[config.mk]
export PLATFORM = sky130hd
export DESIGN_NAME = sync_bytewrite_sram
export DESIGN_NICKNAME = d
export VERILOG_FILES = /design/src/rtl/sbp_pkg.sv /design/src/rtl/sbp_wdec.sv /design/src/rtl/sbp_sleep.sv /design/src/rtl/sbp_stage.sv /design/src/rtl/sbp_array.sv /design/src/rtl/sbp_outreg.sv /design/src/rtl/sync_bytewrite_sram.sv
export SDC_FILE = /design/constraint.sdc
export NUM_CORES = 1
export LEC_CHECK = 0
export BUFFER_PORTS_ARGS = -buffer_cell sky130_fd_sc_hd__buf_2
export CAP_MARGIN = 0
export CORE_ASPECT_RATIO = 1.2
export CORE_MARGIN = 2
export CORE_UTILIZATION = 40
export CTS_CLUSTER_SIZE = 12
export DETAILED_ROUTE_END_ITERATION = 8
export GPL_TIMING_DRIVEN = 0
export PLACE_DENSITY_LB_ADDON = 0.15
export RECOVER_POWER = 50
export SLEW_MARGIN = 20
export SYNTH_ARGS = -nofsm -noshare
export SYNTH_HDL_FRONTEND = slang
export SYNTH_SLANG_ARGS = --single-unit
[constraint.sdc]
create_clock -name clk -period 6 [get_ports clk]
set_input_delay 0.9 -clock clk [delete_from_list [all_inputs] [get_ports clk]]
set_output_delay 0.9 -clock clk [all_outputs]
set_load 0.01 [all_outputs]
[src/rtl/sbp_pkg.sv]
package sbp_pkg;

  typedef enum logic [1:0] {
    OP_NONE  = 2'd0,
    OP_READ  = 2'd1,
    OP_WRITE = 2'd2
  } op_e;

  // Classify one cycle from its controls; a processor start is never a write.
  function automatic op_e classify(input logic go,
                                   input logic cpu_start,
                                   input logic all_wr_n,
                                   input logic lane_wr_en_n,
                                   input logic any_lane_low);
    if (!go)
      return OP_NONE;
    if (cpu_start)
      return OP_READ;
    if (!all_wr_n || (!lane_wr_en_n && any_lane_low))
      return OP_WRITE;
    return OP_READ;
  endfunction

endpackage

[src/rtl/sbp_wdec.sv]
module sbp_wdec #(
  parameter int unsigned LANES = 8
) (
  input  logic             all_wr_n,
  input  logic             lane_wr_en_n,
  input  logic [LANES-1:0] lane_sel_n,
  output logic [LANES-1:0] strb,
  output logic             any_lane_low
);
  for (genvar g = 0; g < LANES; g++) begin : g_lane
    assign strb[g] = ~all_wr_n | (~lane_wr_en_n & ~lane_sel_n[g]);
  end

  assign any_lane_low = ~&lane_sel_n;
endmodule

[src/rtl/sbp_sleep.sv]
module sbp_sleep #(
  parameter int unsigned RECOV_CYC = 2
) (
  input  logic clk,
  input  logic rst_n,
  input  logic sleep_i,
  output logic seen_o,
  output logic asleep_o,
  output logic busy_o,
  output logic block_o
);
  localparam int unsigned CW = $clog2(RECOV_CYC + 1);

  logic [CW-1:0] cnt_q;

  always_ff @(posedge clk or negedge rst_n) begin
    if (!rst_n) begin
      seen_o   <= 1'b0;
      asleep_o <= 1'b0;
      cnt_q    <= '0;
    end else begin
      seen_o   <= sleep_i;
      asleep_o <= sleep_i & (seen_o | asleep_o);
      if (asleep_o && !sleep_i)
        cnt_q <= CW'(RECOV_CYC);
      else if (cnt_q != '0)
        cnt_q <= cnt_q - 1'b1;
    end
  end

  assign busy_o  = (cnt_q != '0);
  assign block_o = sleep_i | asleep_o | busy_o;
endmodule

[src/rtl/sbp_stage.sv]
module sbp_stage
  import sbp_pkg::*;
#(
  parameter int unsigned AW     = 4,
  parameter int unsigned LANES  = 8,
  parameter int unsigned DATA_W = 64
) (
  input  logic              clk,
  input  logic              rst_n,
  input  op_e               op_d,
  input  logic [AW-1:0]     addr_d,
  input  logic [LANES-1:0]  strb_d,
  input  logic [DATA_W-1:0] wdata_d,
  output op_e               op_q,
  output logic [AW-1:0]     addr_q,
  output logic [LANES-1:0]  strb_q,
  output logic [DATA_W-1:0] wdata_q
);
  always_ff @(posedge clk or negedge rst_n) begin
    if (!rst_n) begin
      op_q    <= OP_NONE;
      addr_q  <= '0;
      strb_q  <= '0;
      wdata_q <= '0;
    end else begin
      op_q <= op_d;
      if (op_d != OP_NONE) begin
        addr_q  <= addr_d;
        strb_q  <= strb_d;
        wdata_q <= wdata_d;
      end
    end
  end
endmodule

[src/rtl/sbp_array.sv]
module sbp_array #(
  parameter int unsigned DEPTH  = 16,
  parameter int unsigned AW     = 4,
  parameter int unsigned LANES  = 8,
  parameter int unsigned DATA_W = 64
) (
  input  logic              clk,
  input  logic              we,
  input  logic [LANES-1:0]  strb,
  input  logic [AW-1:0]     addr,
  input  logic [DATA_W-1:0] wdata,
  output logic [DATA_W-1:0] rdata
);
  localparam int unsigned LW = DATA_W / LANES;

  for (genvar g = 0; g < LANES; g++) begin : g_lane
    logic [LW-1:0] mem [DEPTH];

    always_ff @(posedge clk) begin
      if (we && strb[g])
        mem[addr] <= wdata[g*LW +: LW];
    end

    assign rdata[g*LW +: LW] = mem[addr];
  end
endmodule

[src/rtl/sbp_outreg.sv]
module sbp_outreg #(
  parameter int unsigned DATA_W = 64
) (
  input  logic              clk,
  input  logic              rst_n,
  input  logic              load,
  input  logic [DATA_W-1:0] din,
  output logic [DATA_W-1:0] dout,
  output logic              vld
);
  always_ff @(posedge clk or negedge rst_n) begin
    if (!rst_n) begin
      dout <= '0;
      vld  <= 1'b0;
    end else begin
      vld <= load;
      if (load)
        dout <= din;
    end
  end
endmodule

[src/rtl/sync_bytewrite_sram.sv]
module sync_bytewrite_sram
  import sbp_pkg::*;
#(
  parameter int unsigned DEPTH     = 16,
  parameter int unsigned DATA_W    = 64,
  parameter int unsigned LANES     = 8,
  parameter int unsigned RECOV_CYC = 2,
  localparam int unsigned AW       = $clog2(DEPTH)
) (
  input  logic              clk,
  input  logic              rst_n,
  input  logic              access_i,
  input  logic              cpu_start_i,
  input  logic [AW-1:0]     addr_i,
  input  logic              all_wr_n_i,
  input  logic              lane_wr_en_n_i,
  input  logic [LANES-1:0]  lane_sel_n_i,
  input  logic [DATA_W-1:0] wdata_i,
  input  logic              out_en_n_i,
  input  logic              sleep_i,
  output logic [DATA_W-1:0] rdata_o,
  output logic              drive_o,
  output logic              sleep_o,
  output logic              recov_busy_o
);
  // named internal events, observed by the bound checker
  logic              sleep_seen;
  logic              blocked;
  logic              accept_w;
  logic              any_lane_low;
  logic [LANES-1:0]  strb_d;
  op_e               op_d;
  op_e               op_q;
  logic [AW-1:0]     addr_q;
  logic [LANES-1:0]  strb_q;
  logic [DATA_W-1:0] wdata_q;
  logic              wr_fire;
  logic              rd_fire;
  logic [DATA_W-1:0] arr_rdata;
  logic [DATA_W-1:0] out_q;
  logic              out_vld;

  sbp_sleep #(.RECOV_CYC(RECOV_CYC)) u_sleep (
    .clk      (clk),
    .rst_n    (rst_n),
    .sleep_i  (sleep_i),
    .seen_o   (sleep_seen),
    .asleep_o (sleep_o),
    .busy_o   (recov_busy_o),
    .block_o  (blocked)
  );

  sbp_wdec #(.LANES(LANES)) u_wdec (
    .all_wr_n     (all_wr_n_i),
    .lane_wr_en_n (lane_wr_en_n_i),
    .lane_sel_n   (lane_sel_n_i),
    .strb         (strb_d),
    .any_lane_low (any_lane_low)
  );

  assign accept_w = access_i & ~blocked;
  assign op_d     = classify(accept_w, cpu_start_i, all_wr_n_i,
                             lane_wr_en_n_i, any_lane_low);

  sbp_stage #(.AW(AW), .LANES(LANES), .DATA_W(DATA_W)) u_stage (
    .clk     (clk),
    .rst_n   (rst_n),
    .op_d    (op_d),
    .addr_d  (addr_i),
    .strb_d  (strb_d),
    .wdata_d (wdata_i),
    .op_q    (op_q),
    .addr_q  (addr_q),
    .strb_q  (strb_q),
    .wdata_q (wdata_q)
  );

  assign wr_fire = (op_q == OP_WRITE);
  assign rd_fire = (op_q == OP_READ);

  sbp_array #(.DEPTH(DEPTH), .AW(AW), .LANES(LANES), .DATA_W(DATA_W)) u_array (
    .clk   (clk),
    .we    (wr_fire),
    .strb  (strb_q),
    .addr  (addr_q),
    .wdata (wdata_q),
    .rdata (arr_rdata)
  );

  sbp_outreg #(.DATA_W(DATA_W)) u_outreg (
    .clk   (clk),
    .rst_n (rst_n),
    .load  (rd_fire),
    .din   (arr_rdata),
    .dout  (out_q),
    .vld   (out_vld)
  );

  assign drive_o = out_vld & ~out_en_n_i & ~sleep_i;
  assign rdata_o = drive_o ? out_q : '0;
endmodule

## Yosys cells after proc, flatten, opt, wreduce, memory -nomap -nowiden

Memory sizes are Yosys's and may differ from the RTL's. A register that Yosys moved wholly into a read port is not among the register bits.
Cells that the tools add are included.

- Bits in registers: 83
- RAM bits: 1,024
- Input bits: 84
- Output and inout port bits: 67
- Logic and storage cells: 112
- Memories: 8

- Add/sub/neg operators: 1
- Eq/ne operators: 2
- Muxes and demuxes: 30
- Bitwise operators: 36
- Reduce and logical (&&, ||, !) cells: 27

Memory list:

| memory | words | bits a word | read ports | clocked after memory_dff | wr ports | RTL line | text |
|---|---|---|---|---|---|---|---|
| u_array.g_lane[0].mem | 16 | 8 | 1 | 1 | 1 | sbp_array.sv:17 | `logic [LW-1:0] mem [DEPTH];` |
| u_array.g_lane[1].mem | 16 | 8 | 1 | 1 | 1 | sbp_array.sv:17 |  |
| u_array.g_lane[2].mem | 16 | 8 | 1 | 1 | 1 | sbp_array.sv:17 |  |
| u_array.g_lane[3].mem | 16 | 8 | 1 | 1 | 1 | sbp_array.sv:17 |  |
| u_array.g_lane[4].mem | 16 | 8 | 1 | 1 | 1 | sbp_array.sv:17 |  |
| u_array.g_lane[5].mem | 16 | 8 | 1 | 1 | 1 | sbp_array.sv:17 |  |
| +2 memories | - | - | - | - | - | - |  |

Operators by type and width:

| kind | count |
|---|---|
| 64-bit 2-to-1 mux | 1 |
| 1-bit 2-to-1 mux | 21 |
| 2-bit 2-to-1 mux | 8 |
| 1-bit NOT | 13 |
| 1-bit AND | 12 |
| 1-bit logical NOT | 12 |
| 1-bit bitwise OR | 11 |
| 1-bit logical AND | 10 |
| 8-bit AND reduction | 1 |
| 2-bit nonzero test | 3 |
| 2-bit by 1-bit == test with 1-bit output, second input constant | 1 |
| 2-bit == test, second input constant | 1 |
| 2-bit by 1-bit subtractor with 2-bit output, second input constant | 1 |
| 1-bit logical OR | 1 |

## Depth between registers and ports, before layout

- Depth in word-level cells: 11
- Mapped depth: 8
- Gate-level depth less buffers: 6

## By module

A second synthesis with hierarchy kept.

- Cells, all modules: 2,134
- Area, all modules: 45,316.0 µm²

By module, submodules not included:

| module | instances | cells each | area an instance (µm²) | sequential area each (µm²) |
|---|---|---|---|---|
| sbp_array | 1 | 1,729 | 38,765.9 | 30,749.5 |
| sbp_stage | 1 | 163 | 3,086.7 | 1,951.9 |
| sbp_outreg | 1 | 136 | 2,703.8 | 1,626.6 |
| sync_bytewrite_sram | 1 | 80 | 530.5 | 0.0 |
| sbp_sleep | 1 | 15 | 170.2 | 100.1 |
| sbp_wdec | 1 | 11 | 58.8 | 0.0 |

## Worst setup path before layout

Ideal clock, no wire load.

- Kind: input -> output
- Start: input sleep_i
- End: output rdata_o[10]
- Data arrival time: 1.764 ns
- Data required time: 5.100 ns
- Path slack: 3.336 ns
- Cell stages on the path: 4
- Buffers on the path: 2
- Cells stage by stage: nor3b_1 > clkbuf_1 > clkbuf_1 > and2_1

- Longest elaborated chain between the ends: 3

RTL lines:

| what | RTL line | text |
|---|---|---|
| start: declaration | sync_bytewrite_sram.sv:20 | `input logic sleep_i,` |
| 1-bit NOT | sync_bytewrite_sram.sv:99 | `assign drive_o = out_vld & ~out_en_n_i & ~sleep_i;` |
| 1-bit AND | sync_bytewrite_sram.sv:99 |  |
| 64-bit 2-to-1 mux | sync_bytewrite_sram.sv:100 | `assign rdata_o = drive_o ? out_q : '0;` |
| end: declaration | sync_bytewrite_sram.sv:21 | `output logic [DATA_W-1:0] rdata_o,` |

No other way between the ends.

## Worst setup path after layout

- Start: input sleep_i
- End: output rdata_o[23]

The elaborated chain is that of the path after synthesis.

==> results.py <==
metrics = {
    "sta": {
        "finClkSkew_ns": 0.0205,
        "slew_violations": 111,
        "slew_headroom": -1.34,
        "setup_viol_count_final": 0,
        "timing.fmax_mhz": 210,
        "fin_crit_sh": 0.793,
        "hold_viol": 0,
        "rsz0062_at_grt": "false",
        "worst_slew_pin_slew_ns": 3.51,
        "setup-tns-final_ns": 0,
        "min_period_ns": 4.76,
    },
    "die": {
        "rows": 135,
        "fp.dieH_um": 373,
        "initial_core_util": 0.403,
        "core-area_um2": 113000,
        "ios": 151,
        "die-area_um2": 116000,
        "chipWidth_um": 311,
    },
    "power": {
        "power.density_nw_per_um2": 473,
        "p_total_mw": 24.5,
        "irDropWorstVdd_mv": 0.278,
        "p_leak_nw": 17.6,
    },
    "cts": {
        "cts_tree": "done",
        "root_buffer": "clkbuf_16",
        "post_cts_resized": 0,
        "cts_setup_buffers": 0,
        "clk_latency_ns": 0.73,
        "cts_hold_buf": 0,
        "clock-sinks": 1171,
        "cts_max_level": 3,
        "cts.path.max_buffers": 3,
        "path_clk_slew_ns": 0.06,
        "cts_made_buffers": 116,
    },
    "setup_path": {
        "cp.required_ns": 5.10,
        "start_kind": "input pin",
        "reg2reg_depth": 4,
        "critPathMaxFanout": 11,
        "cp-end-kind": "output port",
        "cp.arrival_ns": 3.86,
        "setup.worst_path.class": "in2out",
    },
    "outcome": {
        "status": "finished, violations left",
        "failed_checks": "max-capacitance violations, max-slew violations",
    },
    "final_layout": {
        "final_core_util": 0.458,
        "fin_nets": 2912,
        "drive_gt1_frac": 0.188,
        "fin_cells": 4433,
        "syn2layout_area_growth_pct": 13.9,
    },
    "global_route": {
        "antenna_found_initial": 3,
        "grt_pass1_vias": 25400,
        "grt_max_degree": 61,
        "grtUsageTotal": 0.223,
        "grt_overflow_total": 0,
        "grt_pass1_wl_um": 184000,
    },
    "placed_design": {
        "port_buffers": 148,
        "place_inst": 4216,
        "gp_congestion": 0.842,
        "hpwl_um": 87500,
    },
    "yosys": {
        "synth_nets": 2644,
        "synth_ff_type": "edfxtp_1",
        "synth_area_um2": 45400,
        "synthTopCellsByCount": "edfxtp_1, mux2i_1, nor2_1",
        "syn_inst": 2559,
        "synthTopCellsByArea": "edfxtp_1, mux2i_1, dfrtp_1",
        "synth_cell_types": 37,
        "syn_area_per_cell_um2": 17.7,
        "synth_edf_count": 1024,
        "yosysSeqAreaShare": 0.759,
        "synth_top_area_share": 0.678,
        "ys_warn_count": 0,
        "asyncSetResetFlopFracSynth": 0.126,
        "synth_area_leader_cell": "edfxtp_1",
        "synth_most_common_cell": "edfxtp_1",
        "synth-seq-cells": 1171,
    },
    "worst_hold_path": {
        "worstHoldPathCells": 1,
        "min_path_type": "in2reg",
    },
    "flow_run": {
        "drv_cap": 2,
    },
    "route": {
        "drt-initial-drc-count": 2436,
        "wl_um": 130000,
        "drc": 0,
        "drt_pass1_iterations": 5,
        "ant_nets": 0,
        "routed_via_density": 5.56,
        "via_count": 24600,
        "wl_per_cell_um": 29.3,
    },
}
[cell families after synthesis]
| group | after synthesis | synth area share |
|---|---|---|
| AOI/OAI and AO/OA | 340 | 0.0514 |
| xor gates and xnor gates | 1 | 0.000193 |
| adders and majority gates | 1 | 0.000276 |
| buffers and inverters | 163 | 0.0203 |
| DFF | 1171 | 0.759 |
| muxes | 516 | 0.133 |
| and+or+nand+nor | 367 | 0.0354 |
[area by class of cell]
| class | instances | area [um^2] |
|---|---|---|
| inverters | 4 | 15.0 |
| clock inverters | 23 | 185 |
| fillers | 9752 | 61000 |
| repair buffers | 150 | 769 |
| flip-flops and latches | 1171 | 34400 |
| plain buffers | 159 | 906 |
| clock buffers | 193 | 3400 |
| diodes | 1 | 2.50 |
| well taps | 1507 | 1890 |
| multi-input cells | 1225 | 10000 |
[critical path: stages]
cell	delay (ns)
clkbuf_1	0.12
nor3b_1	0.48
clkbuf_1	0.92
clkbuf_1	0.88
and2_1	0.37
buf_2	0.18
[flip-flops by register name (all words and copies together), names as in the netlist]
register            count
u_outreg.vld            1
u_stage.wdata_q        64
u_sleep.cnt_q           2
u_array.g_lane.mem   1024
u_sleep.seen_o          1
u_sleep.asleep_o        1
u_stage.addr_q          4
u_outreg.dout          64
u_stage.strb_q          8
u_stage.op_q            2
[routing by layer]
| layer | wire length [um] | vias up | track usage | share of wire |
|---|---|---|---|---|
| met1 | 51700 | 12700 | 0.286 | 0.40 |
| met5 | 0 | - | 0 | 0 |
| met3 | 8450 | 259 | 0.0353 | 0.065 |
| li1 | - | 10600 | - | - |
| met4 | 5470 | 0 | 0.0951 | 0.042 |
| met2 | 64500 | 1014 | 0.377 | 0.50 |
[power by group]
part | switching (mW) | internal [mW]
sequential | 1.22 | 10.4
combinational | 3.67 | 2.24
clock | 3.00 | 3.93
[placed cells by master, fill, tap and decap left out, drive strengths merged]
cell type / Yosys / layout
bufinv: 0 / 2
nor2: 261 / 261
o21a: 8 / 8
a21oi: 2 / 2
and2: 66 / 66
a221oi: 64 / 64
nor2b: 6 / 6
mux2: 68 / 68
clkinv: 0 / 16
o21bai: 1 / 1
and2b: 1 / 1
o22ai: 128 / 128
a31oi: 64 / 64
nor3: 1 / 1
mux4: 64 / 64
nor3b: 1 / 1
or3b: 1 / 1
ha: 1 / 1
a221o: 1 / 1
nand3b: 2 / 2
nand2: 21 / 21
diode: 0 / 1
inv: 4 / 9
nand4: 2 / 2
xor2: 1 / 1
edfxtp: 1024 / 1024
mux2i: 384 / 384
buf: 90 / 232
nand3: 5 / 5
clkbuf: 69 / 270
dfrtp: 147 / 147
o211ai: 8 / 8
o21ai: 64 / 64
[metrics by stage]
stage               cell area [um^2]  hold WS, ns  setup slack [ns]
finish                         51600        0.367              1.24
global route                   51600        0.348             0.617
global placement               48000        0.450             0.833
floorplan                      45400        0.437              3.34
CTS                            51700       0.0864              1.27
detailed placement             48100        0.458              1.33
[final timing paths]
kind,startpoint,end,slack [ns]
worst max-delay path,sleep_i,rdata_o[23],1.24
worst min-delay path,sleep_i,u_sleep.seen_o,0.37
worst max register to register,u_stage.addr_q[2],u_array.g_lane[5].mem[15][6],2.30
worst min register to register,u_sleep.seen_o,u_sleep.asleep_o,0.48
max in group asynchronous,rst_n,u_stage.wdata_q[53],1.40
min in group asynchronous,rst_n,u_stage.wdata_q[25],1.37
No activity file was read; power rests on OpenSTA's default activity.
